**src/rtl/lockdet_pkg.sv**
```systemverilog
package lockdet_pkg;

    parameter int WIN_W  = 5;
    parameter int CNT_W  = 10;
    parameter int DATA_W = 16;
    parameter int ADDR_W = 2;

    typedef enum logic {
        CMP_IDLE,
        CMP_WAIT
    } cmp_state_e;

    typedef enum logic {
        LK_UNLOCKED,
        LK_LOCKED
    } lock_state_e;

    typedef struct packed {
        logic [WIN_W-1:0] early_win;
        logic [WIN_W-1:0] late_win;
        logic [CNT_W-1:0] run_len;
        logic [CNT_W-1:0] miss_lim;
        logic [CNT_W-1:0] ceiling;
    } lockdet_cfg_t;

endpackage

```
**src/rtl/lockdet_cfg_regs.sv**
```systemverilog
module lockdet_cfg_regs
    import lockdet_pkg::*;
#(
    parameter logic [WIN_W-1:0] EARLY_RST = 5'd4,
    parameter logic [WIN_W-1:0] LATE_RST  = 5'd6,
    parameter logic [CNT_W-1:0] RUN_RST   = 10'd1000,
    parameter logic [CNT_W-1:0] MISS_RST  = 10'd1,
    parameter logic [CNT_W-1:0] CEIL_RST  = 10'd1001
) (
    input  logic              clk,
    input  logic              rst,
    input  logic              we,
    input  logic [ADDR_W-1:0] addr,
    input  logic [DATA_W-1:0] wdata,
    output logic [DATA_W-1:0] rdata,
    output lockdet_cfg_t      cfg
);

    localparam int NWORDS   = 2 ** ADDR_W;
    localparam int LATE_LSB = 8;
    localparam logic [DATA_W-1:0] WIN_MASK =
        DATA_W'(((1 << WIN_W) - 1) | (((1 << WIN_W) - 1) << LATE_LSB));
    localparam logic [DATA_W-1:0] CNT_MASK = DATA_W'((1 << CNT_W) - 1);

    function automatic logic [DATA_W-1:0] word_rst(input int idx);
        case (idx)
            0:       return DATA_W'(EARLY_RST) | (DATA_W'(LATE_RST) << LATE_LSB);
            1:       return DATA_W'(RUN_RST);
            2:       return DATA_W'(MISS_RST);
            default: return DATA_W'(CEIL_RST);
        endcase
    endfunction

    logic [DATA_W-1:0] words [NWORDS];

    for (genvar g = 0; g < NWORDS; g++) begin : g_word
        localparam logic [DATA_W-1:0] MASK = (g == 0) ? WIN_MASK : CNT_MASK;
        always_ff @(posedge clk) begin
            if (rst) begin
                words[g] <= word_rst(g);
            end else if (we && (addr == ADDR_W'(g))) begin
                words[g] <= wdata & MASK;
            end
        end
    end

    assign rdata = words[addr];

    assign cfg.early_win = words[0][WIN_W-1:0];
    assign cfg.late_win  = words[0][LATE_LSB +: WIN_W];
    assign cfg.run_len   = words[1][CNT_W-1:0];
    assign cfg.miss_lim  = words[2][CNT_W-1:0];
    assign cfg.ceiling   = words[3][CNT_W-1:0];

endmodule

```
**src/rtl/lockdet_phase_cmp.sv**
```systemverilog
module lockdet_phase_cmp
    import lockdet_pkg::*;
(
    input  logic             clk,
    input  logic             rst,
    input  logic             ref_in,
    input  logic             fb_in,
    input  logic [WIN_W-1:0] early_win,
    input  logic [WIN_W-1:0] late_win,
    output logic             res_valid,
    output logic             res_aligned
);

    localparam int AGE_W = WIN_W + 1;
    localparam logic [AGE_W-1:0] AGE_MAX = '1;

    cmp_state_e       st, st_n;
    logic             ref_q, fb_q;
    logic             ref_edge, fb_edge;
    logic [AGE_W-1:0] wcnt, wcnt_n;
    logic [AGE_W-1:0] fb_age;
    logic             fb_seen;
    logic [AGE_W-1:0] early_x, late_x, wide_x;
    logic             hit, ok, consume;

    assign ref_edge = ref_in & ~ref_q;
    assign fb_edge  = fb_in & ~fb_q;
    assign early_x  = {1'b0, early_win};
    assign late_x   = {1'b0, late_win};
    assign wide_x   = (early_x > late_x) ? early_x : late_x;

    // Next-state and result decision
    always_comb begin
        st_n    = st;
        wcnt_n  = wcnt;
        hit     = 1'b0;
        ok      = 1'b0;
        consume = 1'b0;
        unique case (st)
            CMP_IDLE: begin
                if (ref_edge) begin
                    if (fb_edge) begin
                        hit     = 1'b1;
                        ok      = 1'b1;
                        consume = 1'b1;
                    end else if (fb_seen && (fb_age <= early_x)) begin
                        hit     = 1'b1;
                        ok      = 1'b1;
                        consume = 1'b1;
                    end else begin
                        st_n    = CMP_WAIT;
                        wcnt_n  = AGE_W'(1);
                        consume = 1'b1;
                    end
                end
            end
            CMP_WAIT: begin
                wcnt_n = wcnt + AGE_W'(1);
                if (fb_edge) begin
                    hit     = 1'b1;
                    ok      = (wcnt <= late_x);
                    consume = 1'b1;
                    st_n    = CMP_IDLE;
                end else if (wcnt >= wide_x) begin
                    hit  = 1'b1;
                    st_n = CMP_IDLE;
                end
                if (ref_edge) begin
                    if (!hit) begin
                        hit = 1'b1;
                    end
                    st_n   = CMP_WAIT;
                    wcnt_n = AGE_W'(1);
                end
            end
            default: st_n = CMP_IDLE;
        endcase
    end

    // State and tracking registers
    always_ff @(posedge clk) begin
        if (rst) begin
            st      <= CMP_IDLE;
            wcnt    <= '0;
            ref_q   <= 1'b0;
            fb_q    <= 1'b0;
            fb_seen <= 1'b0;
            fb_age  <= AGE_MAX;
        end else begin
            st    <= st_n;
            wcnt  <= wcnt_n;
            ref_q <= ref_in;
            fb_q  <= fb_in;
            if (fb_edge && !consume) begin
                fb_seen <= 1'b1;
                fb_age  <= AGE_W'(1);
            end else begin
                if (consume) begin
                    fb_seen <= 1'b0;
                end
                if (fb_age != AGE_MAX) begin
                    fb_age <= fb_age + AGE_W'(1);
                end
            end
        end
    end

    // Result outputs
    always_ff @(posedge clk) begin
        if (rst) begin
            res_valid   <= 1'b0;
            res_aligned <= 1'b0;
        end else begin
            res_valid   <= hit;
            res_aligned <= hit & ok;
        end
    end


    wait_bound_chk: assert property (@(posedge clk) disable iff (rst)
        (st == CMP_WAIT) |-> (wcnt <= AGE_W'(1 << WIN_W)));


    align_src_chk: assert property (@(posedge clk) disable iff (rst)
        (res_valid && res_aligned) |-> $past(ref_edge || fb_edge));

endmodule

```
**src/rtl/lockdet_lock_fsm.sv**
```systemverilog
module lockdet_lock_fsm
    import lockdet_pkg::*;
(
    input  logic             clk,
    input  logic             rst,
    input  logic             res_valid,
    input  logic             res_aligned,
    input  logic [CNT_W-1:0] run_len,
    input  logic [CNT_W-1:0] miss_lim,
    input  logic [CNT_W-1:0] ceiling,
    output logic             locked
);

    localparam logic [CNT_W-1:0] CNT_MAX = '1;

    lock_state_e      st, st_n;
    logic [CNT_W-1:0] align_cnt, align_cnt_n, align_inc;
    logic [CNT_W-1:0] miss_cnt, miss_cnt_n, miss_inc;

    assign align_inc = (align_cnt >= ceiling) ? ceiling : align_cnt + CNT_W'(1);
    assign miss_inc  = (miss_cnt == CNT_MAX) ? CNT_MAX : miss_cnt + CNT_W'(1);

    always_comb begin
        st_n        = st;
        align_cnt_n = align_cnt;
        miss_cnt_n  = miss_cnt;
        unique case (st)
            LK_UNLOCKED: begin
                if (res_valid) begin
                    if (res_aligned) begin
                        align_cnt_n = align_inc;
                        if (align_inc >= run_len) begin
                            st_n       = LK_LOCKED;
                            miss_cnt_n = '0;
                        end
                    end else begin
                        align_cnt_n = '0;
                    end
                end
            end
            LK_LOCKED: begin
                if (res_valid) begin
                    if (res_aligned) begin
                        miss_cnt_n  = '0;
                        align_cnt_n = align_inc;
                    end else begin
                        miss_cnt_n = miss_inc;
                        if (miss_inc >= miss_lim) begin
                            st_n        = LK_UNLOCKED;
                            align_cnt_n = '0;
                            miss_cnt_n  = '0;
                        end
                    end
                end
            end
            default: st_n = LK_UNLOCKED;
        endcase
    end

    always_ff @(posedge clk) begin
        if (rst) begin
            st        <= LK_UNLOCKED;
            align_cnt <= '0;
            miss_cnt  <= '0;
        end else begin
            st        <= st_n;
            align_cnt <= align_cnt_n;
            miss_cnt  <= miss_cnt_n;
        end
    end

    assign locked = (st == LK_LOCKED);


    lock_rise_chk: assert property (@(posedge clk) disable iff (rst)
        $rose(locked) |-> $past(res_valid && res_aligned));


    lock_fall_chk: assert property (@(posedge clk) disable iff (rst)
        ($fell(locked) && !$past(rst)) |-> $past(res_valid && !res_aligned));


    align_clear_chk: assert property (@(posedge clk) disable iff (rst)
        (!locked && res_valid && !res_aligned) |=> (align_cnt == '0));

endmodule

```
**src/rtl/align_lock_detector.sv**
```systemverilog
module align_lock_detector
    import lockdet_pkg::*;
(
    input  logic              clk,
    input  logic              rst,
    input  logic              ref_in,
    input  logic              fb_in,
    input  logic              cfg_we,
    input  logic [ADDR_W-1:0] cfg_addr,
    input  logic [DATA_W-1:0] cfg_wdata,
    output logic [DATA_W-1:0] cfg_rdata,
    output logic              locked
);

    lockdet_cfg_t cfg;
    logic         res_valid;
    logic         res_aligned;

    lockdet_cfg_regs u_regs (
        .clk   (clk),
        .rst   (rst),
        .we    (cfg_we),
        .addr  (cfg_addr),
        .wdata (cfg_wdata),
        .rdata (cfg_rdata),
        .cfg   (cfg)
    );

    lockdet_phase_cmp u_cmp (
        .clk         (clk),
        .rst         (rst),
        .ref_in      (ref_in),
        .fb_in       (fb_in),
        .early_win   (cfg.early_win),
        .late_win    (cfg.late_win),
        .res_valid   (res_valid),
        .res_aligned (res_aligned)
    );

    lockdet_lock_fsm u_fsm (
        .clk         (clk),
        .rst         (rst),
        .res_valid   (res_valid),
        .res_aligned (res_aligned),
        .run_len     (cfg.run_len),
        .miss_lim    (cfg.miss_lim),
        .ceiling     (cfg.ceiling),
        .locked      (locked)
    );

endmodule

```
**config.mk**
```make
export PLATFORM = sky130hd
export DESIGN_NAME = align_lock_detector
export DESIGN_NICKNAME = d
export VERILOG_FILES = /design/src/rtl/lockdet_pkg.sv /design/src/rtl/lockdet_cfg_regs.sv /design/src/rtl/lockdet_phase_cmp.sv /design/src/rtl/lockdet_lock_fsm.sv /design/src/rtl/align_lock_detector.sv
export SDC_FILE = /design/constraint.sdc
export NUM_CORES = 1
export LEC_CHECK = 0
export ABC_AREA = 1
export CORE_ASPECT_RATIO = 1.1
export CORE_MARGIN = 5
export CORE_UTILIZATION = 38
export DETAILED_ROUTE_END_ITERATION = 16
export HOLD_SLACK_MARGIN = 0.05
export PLACE_DENSITY = 0.67
export SLEW_MARGIN = 5
export SYNTH_ARGS = -nofsm -noshare
export SYNTH_HDL_FRONTEND = slang
export SYNTH_SLANG_ARGS = --single-unit
```
**constraint.sdc**
```tcl
create_clock -name clk -period 3.45 [get_ports clk]
set_input_delay 0.5175 -clock clk [delete_from_list [all_inputs] [get_ports clk]]
set_output_delay 0.5175 -clock clk [all_outputs]
set_load 0.02 [all_outputs]
```
==> results.cfg, run 1 <==
[clocking]
post-cts-setup-buffers = 0
cts_inserted_buffers = 9
cts_hold_buffers = 0
h-tree-depth = 3
clock_latency_ns = 0.34
cts_tree = yes
clock_sinks = 79
clk_pin_slew_worst_paths_ns = 0.07
cts-resized-gates = 0
cts_root_buf = clkbuf_16
clockBufferDepth = 2

[power_and_ir_drop]
power_mw = 2.57
powerDensity_nw_per_um2 = 414
p_leak_nw = 2.93
ir_drop_uv = 270

[outcome]
outcome = complete, no violations

[synthesis]
seq_area_frac_synth_pct = 37.1
synth_area_per_cell_um2 = 7.42
syn_inst = 720
yosys.area.top_type = edfxtp_1
yosysWarningCount = 0
synth_top_area_share_pct = 22.5
ys_types = 43
synthTopCellsByArea = edfxtp_1 (22%), dfxtp_1 (15%), nand2_1 (13%)
synth_area_um2 = 5340
synth-seq-cells = 79

[setup_path]
cp_max_fo = 16
cp-end-kind = register
critPathKind = register to register
cp.required_ns = 3.68
crit_arrival_ns = 3.34
cp-start-kind = register

[place]
gp_congestion = 0.825
port_buffers = 33
place_area_um2 = 5880
place_ws_ns = 0.269
hpwl_um = 9980

[final_layout]
syn2layout_area_growth_pct = 16.1
layout_commonest_cell = nand2_1
final_cell_mix = nand2_1 (186), inv_1 (114), nor2_1 (89)
finish.instance_area_um2 = 6200
nets = 837
drive_gt1_share_pct = 5.75
num-fill-cells = 1393
antennaDiodeCount = 0

[die]
std_cell_rows = 45
initial_core_util_pct = 38.7
pin_count = 40
die_h_um = 134
core-area_um2 = 13800
die_area_um2 = 16500
dieWidth_um = 123

[global_routing]
grt_max_degree = 23
overflow = 0
grt_pass1_wl_um = 21400
antenna_found_initial = 0
track_usage_pct = 16.6
grt_pass1_vias = 4359

[drt]
postRouteAntennaNets = 0
drc_errors = 0
vias_per_cell = 4.87
route.final.wire_length_um = 13000
vias = 4643
wl_per_cell_um = 13.7
drtIter0Drc = 259
dr.pass1.iters = 5

[timing]
finalSetupViolations = 0
finalCritPeriodShare_pct = 90.2
whs_ns = 0.514
timing.slew.headroom_pct = 49.4
fin_worst_skew_ns = 0.00594
slew_violations = 0
finalHoldViolCount = 0
fin_setup_tns_ns = 0
layout_min_cycle_time_ns = 3.11
max_slew.worst_pin.slew_ns = 0.756
timing.final.ws_setup_ns = 0.338
max_freq_ghz = 0.321

[flow_run]
max-cap-violations = 0

[min_path]
hold_path_class = register to register
-- cell type report --
cell class	instances	area, µm²	share of cell area [%]
multi-input cells	514	2860	46.0
flip-flops and latches	79	1980	31.9
inverters	115	432	6.96
repair buffers	41	390	6.29
well taps	188	235	3.79
clock buffers	9	225	3.63
clock inverters	7	85.1	1.37
-- registers in the layout (all words and copies together) (netlist names) --
signal,cells
u_regs.words,40
u_fsm.align_cnt,10
u_fsm.miss_cnt,10
u_cmp.fb_age,6
u_cmp.wcnt,6
u_cmp.fb_q,1
u_cmp.fb_seen,1
u_cmp.ref_q,1
u_cmp.res_aligned,1
u_cmp.res_valid,1
u_cmp.st,1
u_fsm.locked,1
-- path summary, 6_finish.rpt --
| kind | start | depth (start not counted) | slack (ns) | to |
|---|---|---|---|---|
| worst min register to register | u_cmp.wcnt[3] | 2 | 0.51 | u_cmp.wcnt[3] |
| worst min-delay path | u_cmp.wcnt[3] | 2 | 0.51 | u_cmp.wcnt[3] |
| worst max register to register | u_regs.words[3][9] | 18 | 0.34 | u_fsm.miss_cnt[7] |
| worst max-delay path | u_regs.words[3][9] | 18 | 0.34 | u_fsm.miss_cnt[7] |
-- report_power, final --
group          switching, mW  internal [mW]  total [mW]
logic                  0.281          0.175       0.456
clock network          0.428          0.578        1.01
registers             0.0542           1.05        1.11
total                  0.763           1.81        2.57
-- cell usage after synthesis, drive strengths merged --
cell	n
xnor2	2
nand4	7
a211oi	2
o211ai	3
a22oi	7
o21ai	22
dfxtp	39
nor2	92
o31ai	1
o21bai	3
xor2	6
nand3	55
inv	114
o221ai	9
a21o	2
nand3b	1
nor3	6
buf	8
ha	54
conb	1
a21oi	34
or2	4
or3b	1
nand2	191
clkbuf	6
edfxtp	40
o21a	1
a21boi	1
clkinv	1
and2	7
-- kinds of logic (layout without fill, tap and decap cells) --
logic type | count (synthesis) | after routing | synth area share, %
buffers and inverters | 129 | 172 | 9.79
xor gates and xnor gates | 8 | 8 | 1.31
other | 1 | 3 | 0.0702
DFF | 79 | 79 | 37.1
AOI/OAI and AO/OA | 85 | 85 | 9.60
adders and majority gates | 54 | 54 | 12.6
and+or+nand+nor | 364 | 364 | 29.5
-- metrics by stage --
step	instances	utilization (%)
after floorplan	722	-
after global placement	937	42.7
after detailed placement	937	42.7
after CTS	953	44.9
after global routing	953	45.0
final	953	45.0
-- per-layer routing --
| layer | track usage (%) | wire (µm) | vias to the layer above |
|---|---|---|---|
| met3 | 3.12 | 639 | 22 |
| met5 | 0 | 0 | - |
| met1 | 21.6 | 5910 | 2098 |
| met2 | 27.6 | 6170 | 97 |
| li1 | - | - | 2426 |
| met4 | 5.42 | 293 | 0 |
-- worst max-delay path: stages, from the launching register on --
cell	delay, ns
edfxtp_1	0.32
inv_1	0.08
ha_1	0.31
nand2_1	0.08
nor2_1	0.19
nand3_1	0.21
nand3_2	0.25
nand2_1	0.10
and2_1	0.20
ha_1	0.30
nand2_1	0.06
nor2_1	0.12
nand3_1	0.10
nand3_1	0.18
nand2_2	0.13
nand2_4	0.19
nand2_1	0.07
nand2_1	0.06
nor2_1	0.03
(Power assumes the default switching activity.)
==> run 2: changes to the inputs <==
==> constraint.sdc (replaced) <==
create_clock -name clk -period 3.45 [get_ports clk]
set_input_delay 0.345 -clock clk [delete_from_list [all_inputs] [get_ports clk]]
set_output_delay 0.345 -clock clk [all_outputs]
set_load 0.02 [all_outputs]
==> results.cfg, run 2 (synthesis results as in run 1) <==
[clocking]
h-tree-depth = 3
post-cts-setup-buffers = 0
clock_latency_ns = 0.34
clockBufferDepth = 2
cts_tree = yes
clock_sinks = 79
cts_inserted_buffers = 9
clk_pin_slew_worst_paths_ns = 0.07
cts_root_buf = clkbuf_16

[final_layout]
reg_top3 = u_regs.words: 40 flops, u_fsm.align_cnt: 10 flops, u_fsm.miss_cnt: 10 flops
largest_reg_flops = 40
layout_commonest_cell = nand2_1
final_cells = 952
seqCellArea_um2 = 1980
num-fill-cells = 1377
drive_gt1_share_pct = 5.76
multi_input_area_um2 = 2860
antennaDiodeCount = 0
regMostFlops = u_regs.words
final_cell_mix = nand2_1 (186), inv_1 (114), nor2_1 (89)
nets = 836
syn2layout_area_growth_pct = 15.9

[timing]
whs_ns = 0.510
grt_setup_unrepaired = false
max_slew.worst_pin.slew_ns = 0.805
finalCritPeriodShare_pct = 89.6
finalHoldViolCount = 0
fin_setup_tns_ns = 0
max_freq_ghz = 0.323
fin_worst_skew_ns = 0.00641
timing.slew.headroom_pct = 46.1
layout_min_cycle_time_ns = 3.09
finalSetupViolations = 0
slew_violations = 0

[global_routing]
grt_pass1_vias = 4415
overflow = 0
grt_max_degree = 27
grt_pass1_wl_um = 21700
antenna_found_initial = 0
track_usage_pct = 16.6

[die]
pin_count = 40
initial_core_util_pct = 38.7
std_cell_rows = 45
core-area_um2 = 13800
dieWidth_um = 123
die_area_um2 = 16500
die_h_um = 134

[power_and_ir_drop]
intPower_mw = 1.74
p_clk_share_pct = 38.1
p_leak_nw = 2.93
ir_drop_uv = 281
combPwrFrac_pct = 18.0
switching_power_uw = 783
power_frac_seq_pct = 43.9
powerDensity_nw_per_um2 = 408
swShare_pct = 31.0

[drt]
drc_errors = 0
vias = 4683
wl_per_cell_um = 13.7
dr.pass1.iters = 5
route.final.wire_length_um = 13000
vias_per_cell = 4.92
drtIter0Drc = 217
postRouteAntennaNets = 0

[setup_path]
cp-start-kind = register
cp_max_fo = 16
regToRegSetupSlack_ns = 0.36
cp-end-kind = register
r2r_start = u_regs.words[3][9]
crit_arrival_ns = 3.38
cp.required_ns = 3.73
rr_endpoint = u_fsm.miss_cnt[0]
critPathKind = register to register
reg2reg_depth = 17

[place]
dpl.cell_count = 936
port_buffers = 33
hpwl_um = 9830
gp_congestion = 0.832

[min_path]
hold_depth = 2
worstHoldStart = u_fsm.align_cnt[9]
hold_path_class = register to register
hold_end = u_fsm.align_cnt[9]

[outcome]
outcome = complete, no violations

[flow_run]
max-cap-violations = 0
==> run 2: area by class of cell <==
cell class                      count  area share, %
Clock inverter                      7           1.11
Sequential cell                    79           32.0
Inverter                          115           6.97
Timing Repair Buffer               40           6.19
Tap cell                          188           3.80
Multi-Input combinational cell    514           46.3
Clock buffer                        9           3.64
==> run 2: power groups by stage <==
stage	sequential, mW	combinational, mW	clock [mW]
after floorplan	1.11	0.317	0
after global placement	1.13	0.444	0
after detailed placement	1.13	0.451	0
after CTS	1.11	0.455	0.977
after global routing	1.12	0.523	1.02
final	1.11	0.453	0.961
==> run 2: per-stage QoR <==
stage / util, % / setup slack, ns / cell area [µm²] / power (mW)
detailed placement: 42.6 / 0.258 / 5880 / 1.58
CTS: 44.7 / 0.252 / 6170 / 2.54
global placement: 42.6 / 0.312 / 5880 / 1.57
floorplan: - / 0.730 / 5350 / 1.42
global route: 44.9 / 0.0296 / 6190 / 2.66
finish: 44.9 / 0.358 / 6190 / 2.52
==> run 2: repair_timing <==
| item | in CTS | in global routing |
|---|---|---|
| hold buffers | 0 | 0 |
| gates resized for setup | 0 | 3 |
| endpoints found under the setup margin | 0 | 10 |
| endpoints found under the hold margin | 0 | 0 |
==> run 2: how the worst max path moves through the flow <==
stage                                    to  slack (ns)                from  cells after the start
after detailed placement  u_fsm.miss_cnt[7]        0.26  u_regs.words[3][9]                     18
final                     u_fsm.miss_cnt[0]        0.36  u_regs.words[3][9]                     17
after CTS                 u_fsm.miss_cnt[7]        0.25  u_regs.words[3][9]                     18
after global routing      u_fsm.miss_cnt[9]        0.03  u_regs.words[3][3]                     21
after floorplan           u_fsm.miss_cnt[0]        0.73  u_fsm.align_cnt[0]                     20
after global placement    u_fsm.miss_cnt[7]        0.31  u_regs.words[3][9]                     18
==> run 2: metal layers <==
layer	part of all wire, %	track usage, %	up-vias
li1	-	-	2420
met1	46	22.2	2146
met2	48	27.5	97
met3	3.8	2.40	20
met4	2.0	5.48	0
met5	0	0	-
==> run 2: worst max-delay path, cell delays in order (launching register included) <==
cell and delay [ns]:
edfxtp_1 0.36, inv_1 0.14, ha_1 0.26, a21o_1 0.19, nor2_2 0.21, nand2_1 0.13
nor2_4 0.20, nand2_1 0.09, and2_1 0.16, ha_1 0.29, a21oi_1 0.19, o21a_1 0.15
nand3_2 0.13, nand2_2 0.19, nand2_8 0.12, nand2_1 0.08, nand2_1 0.05, nor2_1 0.08
==> run 3: changes to the inputs <==
--- a/config.mk
+++ b/config.mk
@@ -6,8 +6,8 @@
 export NUM_CORES = 1
 export LEC_CHECK = 0
 export ABC_AREA = 1
+export CAP_MARGIN = 20
 export CORE_ASPECT_RATIO = 1.1
-export CORE_MARGIN = 5
 export CORE_UTILIZATION = 38
 export DETAILED_ROUTE_END_ITERATION = 16
 export HOLD_SLACK_MARGIN = 0.05
==> results.cfg, run 3 (synthesis results as in run 1) <==
[timing]
finalHoldViolCount = 0
slew_violations = 0
fin_worst_skew_ns = 0.00744
grt_setup_unrepaired = false
timing.slew.headroom_pct = 51.7
fin_setup_tns_ns = 0
max_slew.worst_pin.slew_ns = 0.722
max_freq_ghz = 0.326
whs_ns = 0.508
layout_min_cycle_time_ns = 3.07
finalSetupViolations = 0
finalCritPeriodShare_pct = 88.9
timing.final.ws_setup_ns = 0.383

[setup_path]
cp_max_fo = 16
reg2reg_depth = 18
cp.required_ns = 3.68
cp-start-kind = register
crit_arrival_ns = 3.30
r2r_start = u_regs.words[3][9]
regToRegSetupSlack_ns = 0.38
cp-end-kind = register
rr_endpoint = u_fsm.miss_cnt[7]
critPathKind = register to register

[global_routing]
antenna_found_initial = 0
track_usage_pct = 19.1
grt_pass1_vias = 4596
grt_pass1_wl_um = 21600
overflow = 0
grt_max_degree = 22

[place]
hpwl_um = 9710
place_area_um2 = 5880
dpl.cell_count = 937
gp_congestion = 0.832
place_ws_ns = 0.276
port_buffers = 33

[die]
dieWidth_um = 115
pin_count = 40
std_cell_rows = 45
core-area_um2 = 13700
initial_core_util_pct = 38.9
die_area_um2 = 14500
die_h_um = 126

[drt]
vias = 4650
dr.pass1.iters = 6
drc_errors = 0
wl_per_cell_um = 13.5
postRouteAntennaNets = 0
vias_per_cell = 4.88
route.final.wire_length_um = 12900
drtIter0Drc = 269

[final_layout]
utilization_pct = 45.3
drive_gt1_share_pct = 6.01
num-fill-cells = 1434
nets = 837
syn2layout_area_growth_pct = 16.6
layout_commonest_cell = nand2_1
reg_top3 = u_regs.words: 40 flops, u_fsm.align_cnt: 10 flops, u_fsm.miss_cnt: 10 flops
antennaDiodeCount = 0
largest_reg_flops = 40
final_cells = 953
final_cell_mix = nand2_1 (185), inv_1 (114), nor2_1 (89)
finish.instance_area_um2 = 6230
regMostFlops = u_regs.words

[clocking]
clock_sinks = 79
cts_root_buf = clkbuf_16
clk_pin_slew_worst_paths_ns = 0.07
h-tree-depth = 3
clock_latency_ns = 0.34
cts_inserted_buffers = 9
clockBufferDepth = 2
cts_tree = yes

[min_path]
hold_path_class = register to register
hold_end = u_fsm.align_cnt[4]
hold_depth = 2
worstHoldStart = u_fsm.align_cnt[4]

[outcome]
outcome = complete, no violations

[power_and_ir_drop]
ir_drop_uv = 242
power_mw = 2.58
powerDensity_nw_per_um2 = 414
p_leak_nw = 2.94

[flow_run]
max-cap-violations = 0
-- run 3: layer usage --
metal	vias to the layer above	part of all wire, %	track usage, %
li1	2422	-	-
met1	2104	45	23.3
met2	102	49	34.0
met3	22	3.6	2.01
met4	0	2.5	8.02
met5	-	0	0
-- run 3: final cells by class --
type | instances | area [µm²] | area share [%]
clock buffers | 9 | 225 | 3.62
clock inverters | 7 | 85.1 | 1.37
inverters | 115 | 432 | 6.93
multi-input cells | 514 | 2880 | 46.2
flip-flops and latches | 79 | 1980 | 31.8
well taps | 188 | 235 | 3.78
repair buffers | 41 | 390 | 6.27
-- run 3: how the worst max path moves through the flow --
stage,start,endpoint,slack (ns)
detailed placement,u_regs.words[3][9],u_fsm.miss_cnt[7],0.28
CTS,u_regs.words[3][9],u_fsm.miss_cnt[7],0.27
floorplan,u_fsm.align_cnt[0],u_fsm.miss_cnt[0],0.73
global placement,u_regs.words[3][9],u_fsm.miss_cnt[9],0.35
finish,u_regs.words[3][9],u_fsm.miss_cnt[7],0.38
global route,u_regs.words[3][9],u_fsm.miss_cnt[3],0.04
-- run 3: critical path: stages (launching register included) --
cell and delay [ns]:
edfxtp_1 0.38, inv_1 0.13, ha_1 0.26, a21o_1 0.21
nor2_4 0.18, nand2_1 0.11, nor2_4 0.17, nand2_1 0.10
and2_1 0.15, ha_1 0.29, nand2_1 0.07, nor2_1 0.16
nand3_1 0.11, nand3_1 0.15, nand2_2 0.15, nand2_8 0.16
nand2_1 0.07, nand2_1 0.05, nor2_1 0.03
-- run 3: what timing repair did --
action | 4_1_cts | 5_1_grt
resized for setup | 0 | 6
endpoints found under the setup margin | 0 | 10
buffers inserted | 0 | 0
hold buffers | 0 | 0
-- run 3: where the power goes --
group	internal, mW	switching (mW)	total [mW]
registers	1.05	0.0575	1.11
logic	0.174	0.280	0.454
clock network	0.578	0.436	1.01
